## src/rtl/cam_pkg.sv

```systemverilog
package cam_pkg;
   typedef enum logic [1:0] {CYC_IDLE, CYC_SETUP, CYC_STROBE} cyc_state_t;
   typedef enum logic [1:0] {SR_IDLE, SR_HOLD, SR_WAIT} srst_state_t;

   localparam logic [7:0] IDX_IRQ  = 8'h00;
   localparam logic [7:0] IDX_TUN  = 8'h01;
   localparam logic [7:0] IDX_ALO  = 8'h04;
   localparam logic [7:0] IDX_AHI  = 8'h05;
   localparam logic [7:0] IDX_DATA = 8'h06;
   localparam logic [7:0] IDX_CTL  = 8'h07;
   localparam logic [7:0] IDX_REV  = 8'h0F;

   localparam logic [7:0] TUN_RESET_VAL = 8'h18;
endpackage

```

## src/rtl/cam_sync.sv

```systemverilog
module cam_sync #(
   parameter int WIDTH  = 4,
   parameter int STAGES = 2
) (
   input  logic             clk,
   input  logic             rst_n,
   input  logic [WIDTH-1:0] d,
   output logic [WIDTH-1:0] q
);
   if (STAGES < 2) begin : g_bad_stages
      $error("cam_sync needs at least two stages");
   end

   for (genvar b = 0; b < WIDTH; b++) begin : g_bit
      logic [STAGES-1:0] chain;
      always_ff @(posedge clk or negedge rst_n) begin
         if (!rst_n) chain <= '0;
         else        chain <= {chain[STAGES-2:0], d[b]};
      end
      assign q[b] = chain[STAGES-1];
   end
endmodule

```

## src/rtl/cam_card_cycle.sv

```systemverilog
module cam_card_cycle
   import cam_pkg::*;
#(
   parameter int STROBE_CYC = 3
) (
   input  logic clk,
   input  logic rst_n,
   input  logic start,
   input  logic start_rd,
   output logic busy,
   output logic ce,
   output logic rd_strobe,
   output logic wr_strobe,
   output logic finish_rd
);
   localparam int CW = (STROBE_CYC < 2) ? 1 : $clog2(STROBE_CYC);
   localparam logic [CW-1:0] LAST = CW'(STROBE_CYC - 1);

   cyc_state_t st;
   logic [CW-1:0] cnt;
   logic is_rd;

   always_ff @(posedge clk or negedge rst_n) begin
      if (!rst_n) begin
         st    <= CYC_IDLE;
         cnt   <= '0;
         is_rd <= 1'b0;
      end else begin
         unique case (st)
            CYC_IDLE: if (start) begin
               st    <= CYC_SETUP;
               is_rd <= start_rd;
            end
            CYC_SETUP: begin
               st  <= CYC_STROBE;
               cnt <= '0;
            end
            CYC_STROBE: begin
               if (cnt == LAST) st <= CYC_IDLE;
               else             cnt <= cnt + 1'b1;
            end
            default: st <= CYC_IDLE;
         endcase
      end
   end

   assign busy      = (st != CYC_IDLE);
   assign ce        = busy;
   assign rd_strobe = (st == CYC_STROBE) && is_rd;
   assign wr_strobe = (st == CYC_STROBE) && !is_rd;
   assign finish_rd = (st == CYC_STROBE) && (cnt == LAST) && is_rd;
endmodule

```

## src/rtl/cam_slot_reset.sv

```systemverilog
module cam_slot_reset
   import cam_pkg::*;
#(
   parameter int RST_CYC = 16
) (
   input  logic clk,
   input  logic rst_n,
   input  logic start,
   input  logic ready,
   output logic card_rst,
   output logic busy
);
   localparam int CW = (RST_CYC < 2) ? 1 : $clog2(RST_CYC);
   localparam logic [CW-1:0] LAST = CW'(RST_CYC - 1);

   srst_state_t st;
   logic [CW-1:0] cnt;

   always_ff @(posedge clk or negedge rst_n) begin
      if (!rst_n) begin
         st  <= SR_IDLE;
         cnt <= '0;
      end else begin
         unique case (st)
            SR_IDLE: if (start) begin
               st  <= SR_HOLD;
               cnt <= '0;
            end
            SR_HOLD: begin
               if (cnt == LAST) st <= SR_WAIT;
               else             cnt <= cnt + 1'b1;
            end
            SR_WAIT: if (ready) st <= SR_IDLE;
            default: st <= SR_IDLE;
         endcase
      end
   end

   assign card_rst = (st == SR_HOLD);
   assign busy     = (st != SR_IDLE);
endmodule

```

## src/rtl/cam_bridge.sv

```systemverilog
module cam_bridge
   import cam_pkg::*;
#(
   parameter int          ADDR_W      = 14,
   parameter int          STROBE_CYC  = 3,
   parameter int          RST_CYC     = 16,
   parameter int          SYNC_STAGES = 2,
   parameter logic [7:0]  REVISION    = 8'h2A
) (
   input  logic              clk,
   input  logic              rst_n,
   input  logic              hb_sel,
   input  logic              hb_idx,
   input  logic              hb_wr,
   input  logic [7:0]        hb_wdata,
   output logic [7:0]        hb_rdata,
   output logic              hb_ready,
   output logic [ADDR_W-1:0] card_addr,
   output logic              card_space,
   output logic [1:0]        card_ce_n,
   output logic              card_oe_n,
   output logic              card_we_n,
   output logic [7:0]        card_dout,
   input  logic [7:0]        card_din,
   input  logic [1:0]        card_present,
   input  logic [1:0]        card_ready,
   output logic [1:0]        card_rst,
   output logic [1:0]        ts_en,
   output logic [1:0]        tuner_rst_n,
   output logic              irq
);
   localparam int NSLOT  = 2;
   localparam int LO_W   = 7;
   localparam int HI_W   = ADDR_W - LO_W;

   if (ADDR_W != 14) begin : g_bad_aw
      $error("cam_bridge address layout needs ADDR_W == 14");
   end
   if (STROBE_CYC < 1) begin : g_bad_strobe
      $error("STROBE_CYC must be at least 1");
   end
   if (RST_CYC < 1) begin : g_bad_rst
      $error("RST_CYC must be at least 1");
   end

   // synchronized status: [3:2] ready, [1:0] present
   logic [2*NSLOT-1:0] stat_s;
   logic [NSLOT-1:0]   pres_s, rdy_s, pres_q, pend;

   cam_sync #(.WIDTH(2*NSLOT), .STAGES(SYNC_STAGES)) u_sync (
      .clk(clk), .rst_n(rst_n),
      .d({card_ready, card_present}), .q(stat_s)
   );
   assign pres_s = stat_s[NSLOT-1:0];
   assign rdy_s  = stat_s[2*NSLOT-1:NSLOT];

   // register file
   logic [7:0]        reg_idx, irq_ctl, tun_ctl;
   logic [LO_W-1:0]   addr_lo;
   logic [HI_W-1:0]   addr_hi;
   logic              slot_sel, space_sel;
   logic [NSLOT-1:0]  ts_q;

   logic accept, acc_idx, acc_wr, acc_rd;
   logic cyc_busy, cyc_ce, cyc_rd, cyc_wr, cyc_fin;
   logic [NSLOT-1:0] rst_busy, rst_req;

   assign hb_ready = !cyc_busy;
   assign accept   = hb_sel && hb_ready;
   assign acc_idx  = accept && hb_idx;
   assign acc_wr   = accept && !hb_idx && hb_wr;
   assign acc_rd   = accept && !hb_idx && !hb_wr;

   always_ff @(posedge clk or negedge rst_n) begin
      if (!rst_n) begin
         reg_idx   <= '0;
         irq_ctl   <= '0;
         tun_ctl   <= TUN_RESET_VAL;
         addr_lo   <= '0;
         addr_hi   <= '0;
         slot_sel  <= 1'b0;
         space_sel <= 1'b0;
         ts_q      <= '0;
         card_dout <= '0;
      end else begin
         if (acc_idx) reg_idx <= hb_wdata;
         if (acc_wr) begin
            unique case (reg_idx)
               IDX_IRQ:  irq_ctl <= hb_wdata;
               IDX_TUN:  tun_ctl <= hb_wdata;
               IDX_ALO:  addr_lo <= hb_wdata[7:1];
               IDX_AHI:  addr_hi <= hb_wdata[HI_W-1:0];
               IDX_DATA: card_dout <= hb_wdata;
               IDX_CTL: begin
                  slot_sel  <= hb_wdata[7];
                  space_sel <= hb_wdata[6];
                  ts_q      <= {hb_wdata[2], hb_wdata[3]};
               end
               default: ;
            endcase
         end
      end
   end

   // card cycle engine
   logic cyc_start;
   assign cyc_start = (acc_wr || acc_rd) && (reg_idx == IDX_DATA);

   cam_card_cycle #(.STROBE_CYC(STROBE_CYC)) u_cycle (
      .clk(clk), .rst_n(rst_n),
      .start(cyc_start), .start_rd(acc_rd),
      .busy(cyc_busy), .ce(cyc_ce),
      .rd_strobe(cyc_rd), .wr_strobe(cyc_wr),
      .finish_rd(cyc_fin)
   );

   assign card_addr  = {addr_hi, addr_lo};
   assign card_space = space_sel;
   assign card_oe_n  = !cyc_rd;
   assign card_we_n  = !cyc_wr;
   always_comb begin
      card_ce_n = '1;
      if (cyc_ce) card_ce_n[slot_sel] = 1'b0;
   end

   // slot resets: bit 5 drives slot 0, bit 4 drives slot 1
   for (genvar s = 0; s < NSLOT; s++) begin : g_slot
      assign rst_req[s] = acc_wr && (reg_idx == IDX_CTL) && hb_wdata[5-s];
      cam_slot_reset #(.RST_CYC(RST_CYC)) u_srst (
         .clk(clk), .rst_n(rst_n),
         .start(rst_req[s]), .ready(rdy_s[s]),
         .card_rst(card_rst[s]), .busy(rst_busy[s])
      );
   end

   assign ts_en       = ts_q;
   assign tuner_rst_n = {tun_ctl[3], tun_ctl[4]};

   // interrupt pending
   logic [NSLOT-1:0] pend_clr, irq_en;
   assign pend_clr = (acc_rd && reg_idx == IDX_IRQ) ? pend : '0;
   assign irq_en   = {irq_ctl[6], irq_ctl[2]};

   always_ff @(posedge clk or negedge rst_n) begin
      if (!rst_n) begin
         pres_q <= '0;
         pend   <= '0;
      end else begin
         pres_q <= pres_s;
         pend   <= (pend & ~pend_clr) | (pres_s ^ pres_q);
      end
   end
   assign irq = |(pend & irq_en);

   // read path
   logic [7:0] rd_mux;
   always_comb begin
      unique case (reg_idx)
         IDX_IRQ: rd_mux = {2'b00, pend[1], pend[0], rdy_s[1], pres_s[1],
                            rdy_s[0], pres_s[0]};
         IDX_TUN: rd_mux = tun_ctl;
         IDX_ALO: rd_mux = {addr_lo, 1'b0};
         IDX_AHI: rd_mux = {{(8-HI_W){1'b0}}, addr_hi};
         IDX_CTL: rd_mux = {slot_sel, space_sel, rst_busy[0], rst_busy[1],
                            ts_q[0], ts_q[1], 2'b00};
         IDX_REV: rd_mux = REVISION;
         default: rd_mux = 8'h00;
      endcase
   end

   always_ff @(posedge clk or negedge rst_n) begin
      if (!rst_n)                              hb_rdata <= '0;
      else if (cyc_fin)                        hb_rdata <= card_din;
      else if (acc_rd && reg_idx != IDX_DATA)  hb_rdata <= rd_mux;
   end
endmodule

```

## config.mk

```make
export PLATFORM = sky130hd
export DESIGN_NAME = cam_bridge
export DESIGN_NICKNAME = d
export VERILOG_FILES = /design/src/rtl/cam_pkg.sv /design/src/rtl/cam_sync.sv /design/src/rtl/cam_card_cycle.sv /design/src/rtl/cam_slot_reset.sv /design/src/rtl/cam_bridge.sv
export SDC_FILE = /design/constraint.sdc
export NUM_CORES = 1
export LEC_CHECK = 0
export BUFFER_PORTS_ARGS = -buffer_cell sky130_fd_sc_hd__buf_4
export CORE_MARGIN = 10
export CORE_UTILIZATION = 34
export DETAILED_ROUTE_END_ITERATION = 12
export PLACE_DENSITY_LB_ADDON = 0.15
export SKIP_LAST_GASP = 1
export SYNTH_ARGS = -nofsm -noshare
export SYNTH_HDL_FRONTEND = slang
export SYNTH_SLANG_ARGS = --single-unit
```

## constraint.sdc

```tcl
create_clock -name clk -period 5.5 [get_ports clk]
set_clock_uncertainty 0.1 [all_clocks]
set_input_delay 0.825 -clock clk [delete_from_list [all_inputs] [get_ports clk]]
set_output_delay 0.825 -clock clk [all_outputs]
set_load 0.01 [all_outputs]
```

[Yosys cells after proc, flatten, opt, wreduce, memory -nomap -nowiden]
Index checks and enable logic that the tools add are counted.
Storage, ports and cells
  word-level logic and storage cells: 135
  register bits after elaboration: 86
Cells by class
  reduce and logical (&&, ||, !) cells: 48
  add/subtract/negate cells: 3
  mux-type cells: 26
  magnitude comparators: 2
  bitwise logic cells: 6
  eq/ne operators: 27
Operators with widths (count)
  one-hot mux 8 bit (6 select lines): 1
  equality test 8 x 3 -> 1 bit (second input constant): 4
  two-way mux 2 bit: 11
  != test 2 bit (second input constant): 9
  one-hot mux 2 bit (3 select lines): 3
  AND reduction 2 bit: 9
  logical AND 1 bit: 16
  two-way mux 4 bit: 4
  two-way mux 8 bit: 2
  one-hot mux 4 bit (2 select lines): 2
  nonzero test 2 bit: 7
  AND reduction 3 bit: 4
  adder 4 x 1 -> 4 bit (second input constant): 2
  equality test 2 bit (second input constant): 4
  equality test 4 bit (second input constant): 2
  equality test 8 x 1 -> 1 bit (second input constant): 1
  equality test 8 x 4 -> 1 bit (second input constant): 1
  zero test 8 bit: 1
  != test 8 x 3 -> 1 bit (second input constant): 1
  equality test 2 x 1 -> 1 bit (second input constant): 3
  zero test 1 bit: 6
  zero test 2 bit: 3
  bitwise AND 2 bit: 2
  != test 2 x 1 -> 1 bit (second input constant): 2
  other kinds (11): 12

[Logic depth before layout (Yosys ltp)]
  depth in word-level cells: 10
  gate-level depth with buffers: 6
  gate-level depth less buffers: 6

[Hierarchy]
Synthesis repeated with hierarchy kept, for this count alone.
Second synthesis, totals
  cell total of the unflattened synthesis: 310
  area, all modules: 3847.4 um^2
Modules (own cells, without submodules)
  cam_bridge: sequential area each 1403.8 um^2, cells each 204, area an instance 2668.8 um^2, times used 1
  cam_slot_reset: sequential area each 150.1 um^2, cells each 35, area an instance 340.3 um^2, times used 2
  cam_card_cycle: sequential area each 125.1 um^2, cells each 24, area an instance 267.8 um^2, times used 1
  cam_sync: sequential area each 200.2 um^2, cells each 12, area an instance 230.2 um^2, times used 1

[Worst setup path after synthesis]
Ideal clock, no wire load.
  path kind: input -> register
  from: input port hb_idx
  to: register g_slot[0].u_srst.cnt[0]
  data arrival time: 2128 ps
  path buffers: 0
  data required time: 5276 ps
  setup slack: 3148 ps
  library setup time: 124 ps
  cell stages on the path: 5
  cell sequence: or4b_4 > nor4_4 > and3_1 > or2b_2 > mux2i_1
On the way
  cells in the longest elaborated chain, start to end: 7
RTL lines
  start, declared: RTL line cam_bridge.sv:13  | input logic hb_idx,
  zero test 1 bit: RTL line cam_bridge.sv:71  | assign acc_wr = accept && !hb_idx && hb_wr;
  logical AND 1 bit (2 in series): RTL line cam_bridge.sv:71
  logical AND 1 bit (2 in series): RTL line cam_bridge.sv:128  | assign rst_req[s] = acc_wr && (reg_idx == IDX_CTL) && hb_wdata[5-s];
  != test 2 x 1 -> 1 bit (no source line)
  AND reduction 3 bit (no source line)
  end signal, assigned: RTL line cam_slot_reset.sv:31  | else cnt <= cnt + 1'b1;
  end, declared: RTL line cam_slot_reset.sv:17  | logic [CW-1:0] cnt;
Every way passes these cells.
A chain may end at the register's enable or synchronous reset.

[Worst setup path in the final report]
  from: input port hb_idx
  to: register addr_lo[6]
On the way
  cells in the longest elaborated chain, start to end: 4
RTL lines
  zero test 1 bit: RTL line cam_bridge.sv:71
  logical AND 1 bit (2 in series): RTL line cam_bridge.sv:71
  AND reduction 2 bit (no source line)
  end signal, assigned: RTL line cam_bridge.sv:91  | IDX_ALO: addr_lo <= hb_wdata[7:1];
  end, declared: RTL line cam_bridge.sv:59  | logic [LO_W-1:0] addr_lo;
Every way passes these cells.

==> results.yml <==
synth:
  syn_nets: 316
  synth_edf_count: 0
  synth-seq-cells: 81
  yosys-top-cells-area: "dfrtp_1 54%, mux2_2 16%, mux2i_1 1.9%"
  syn_inst: 288
  yosysTopAreaCellShare_pct: 54.1
  synth_top_cell_by_area: "dfrtp_1"
  synth.distinct_cells: 51
  ys_seq_area_share_pct: 55.5
  post_synth.cell_area_avg_um2: 12.7
  async_flop_share_pct: 100
  yosysWarnings: 0
  netlist_area_um2: 3650
  synth_ff_type: "dfrtp_1"
power_and_ir_drop:
  p_sw_mw: 0.373
  pwr-share-comb_pct: 13.3
  powerDensity_nw_per_um2: 304
  ir_drop_mv: 0.128
  seqPwrFrac_pct: 50.9
  p_leak_nw: 2.10
  p_int_mw: 0.983
  swShare_pct: 27.5
  power_frac_clock_pct: 35.8
  total_power_mw: 1.36
setup_path:
  regToRegSetupSlack_ns: 3.08
  reg2reg_depth: 4
  critPathBufInv: 1
  r2r-end: "addr_lo[6]"
  crit_family: "simple AND/OR/NAND/NOR gates"
  crit_path_start_kind: "input port"
  path_cells: "buf_4, nor4b_1, nand3_1, nor2_2, mux2_2"
  crit_arrival_ns: 2.57
  cp_slowest_cell: "nor4b_1"
  end_kind: "flip-flop"
  crit_fanout: 7
  path_class: "input port to flip-flop"
  cp_slowest_stage_delay_ns: 0.69
  required_ns: 5.64
  timing.rr.start: "u_cycle.st[1]"
routing:
  drt-initial-drc-count: 185
  drc: 0
  drt_wl_total_um: 9210
  postRouteAntennaNets: 0
  first_pass_iters: 4
  routedWlPerCell_um: 18.7
  dr_total_vias: 2496
  via_per_inst: 5.07
timing:
  fin_crit_ns: 2.44
  fin_ws_ns: 3.06
  whs_ns: 0.252
  worst_slew_pin_slew_ns: 1.03
  fin_crit_sh_pct: 44.3
  setup_viol: 0
  hold_viol: 0
  fmax_mhz: 411
  rsz0062_at_grt: "no"
  maxSlewHeadroom_pct: 31.3
  setup_tns_ns: 0
  slew_viol_final: 0
global_routing:
  grt_pass1_wl_um: 14500
  grt_max_degree: 82
  grt_pass1_vias: 2601
  antenna_found_initial: 0
  grtUsageTotal_pct: 12.4
  globalRouteOverflowTotal: 0
placed_design:
  dp.cells: 476
  placed_cell_area_um2: 4250
  gp_congestion: 0.785
  io_buffers: 67
  dp_hpwl_um: 6680
  place_ws_ns: 2.68
floorplan:
  core-area_um2: 10400
  rows: 37
  die-height_um: 124
  ios: 68
  start_util_pct: 35.1
  dieArea_um2: 15300
  die_w_um: 124
cts:
  cts-root-buf: "clkbuf_8"
  ctsHoldBuffers: 0
  cts.clk_slew.worst_paths_ns: 0.08
  post_cts_buffers: 0
  clk_latency_ns: 0.35
  cts_buffers: 9
  h-tree-depth: 3
  cts_resized: 0
  clock_path_buffers: 2
  cts.sinks: 81
  cts_tree: "done"
hold_path:
  hold_depth: 0
  holdPathEnd: "u_sync.g_bit[3].chain[1]"
  holdCritStartpoint: "u_sync.g_bit[3].chain[0]"
  hold_path_class: "flip-flop to flip-flop"
cells_and_area:
  areaGrowthSynthToFinish_pct: 22.2
  fill_cells: 1009
  utilization_pct: 42.9
  postLayoutCellArea_um2: 4470
  drive_gt1_share_pct: 41.6
  fin_cells: 492
  antenna_cells: 0
  fin_nets: 379
status:
  outcome: "finished clean"
flow_run:
  drv_cap: 0
==> cell usage after synthesis (4+ instances only) <==
master / count
nand2b_1: 6
inv_1: 4
a221o_1: 6
nand2_1: 15
clkbuf_1: 7
nand3_1: 5
buf_4: 4
dfrtp_1: 79
mux2i_1: 7
xor2_1: 4
mux2_2: 51
a21oi_1: 6
o22ai_1: 4
nand4_1: 5
nor2_1: 14
o21ai_0: 10
and3_1: 9
==> flip-flops by register name, indices dropped and copies added (netlist names), 4 cells and up <==
name / flops
u_sync.g_bit.chain: 8
reg_idx: 8
g_slot.u_srst.cnt: 8
card_dout: 8
hb_rdata: 8
g_slot.u_srst.st: 4
addr_lo: 7
addr_hi: 7
tun_ctl: 8
==> cell families after synthesis <==
group	Yosys count	share of synthesized area [%]
and+or+nand+nor	78	13.1
buffers and inverters	19	2.64
DFF	81	55.5
muxes	59	18.2
adders and majority gates	3	1.03
AOI/OAI and AO/OA	42	8.01
xor gates and xnor gates	6	1.44
==> worst max path at each step <==
stage | from | end | cells after the start
CTS | u_cycle.st[1] | addr_lo[5] | 4
finish | hb_idx | addr_lo[6] | 5
global route | u_cycle.st[1] | addr_lo[6] | 4
global placement | hb_idx | addr_hi[6] | 5
detailed placement | hb_idx | addr_lo[2] | 5
floorplan | hb_idx | g_slot[0].u_srst.cnt[0] | 5
==> layer usage <==
| layer | share of wire (%) | vias up | routed length [um] | track usage [%] |
|---|---|---|---|---|
| met1 | 47 | 1241 | 4320 | 16.6 |
| met5 | 0 | - | 0 | 0 |
| met4 | 1.1 | 0 | 97 | 3.71 |
| met2 | 46 | 70 | 4230 | 18.8 |
| met3 | 6.1 | 7 | 566 | 4.07 |
| li1 | - | 1178 | - | - |
==> power groups by stage <==
stage	logic, mW	registers [mW]	clock network [mW]
finish	0.180	0.690	0.486
global route	0.201	0.699	0.523
CTS	0.183	0.691	0.497
detailed placement	0.183	0.702	0
global placement	0.180	0.702	0
floorplan	0.127	0.673	0
==> cells in the final DEF, fill, tap and decap left out, types with 3 or more instances in the layout <==
master	synthesis	final
nand3_1	5	5
dfrtp_1	79	79
nand4_1	5	5
a22oi_1	3	3
nand2b_1	6	6
o22ai_1	4	4
and3_1	9	9
a21oi_1	6	6
ha_1	3	3
buf_4	4	67
a221o_1	6	6
nor2b_1	3	3
mux2_2	51	51
nand2_1	15	15
mux2i_1	7	7
inv_1	4	4
nor2_1	14	14
o21ai_0	10	10
and2_1	3	3
clkinvlp_4	0	3
xor2_1	4	4
clkbuf_8	0	9
==> final cells by class <==
class / instances / area (um^2) / share of cell area, %
Sequential cell: 81 / 2030 / 45.4
Multi-Input combinational cell: 188 / 1530 / 34.2
Timing Repair Buffer: 67 / 503 / 11.3
Tap cell: 136 / 170 / 3.81
Clock buffer: 10 / 128 / 2.86
Clock inverter: 6 / 91.3 / 2.05
Inverter: 4 / 15.0 / 0.336
==> worst register-to-register path: stages, from the launching register on <==
cell	delay, ns
dfrtp_1	0.49
nor4b_1	0.78
nand3_1	0.18
nor2_2	0.39
mux2_2	0.38
No activity file was read; power rests on OpenSTA's default activity.
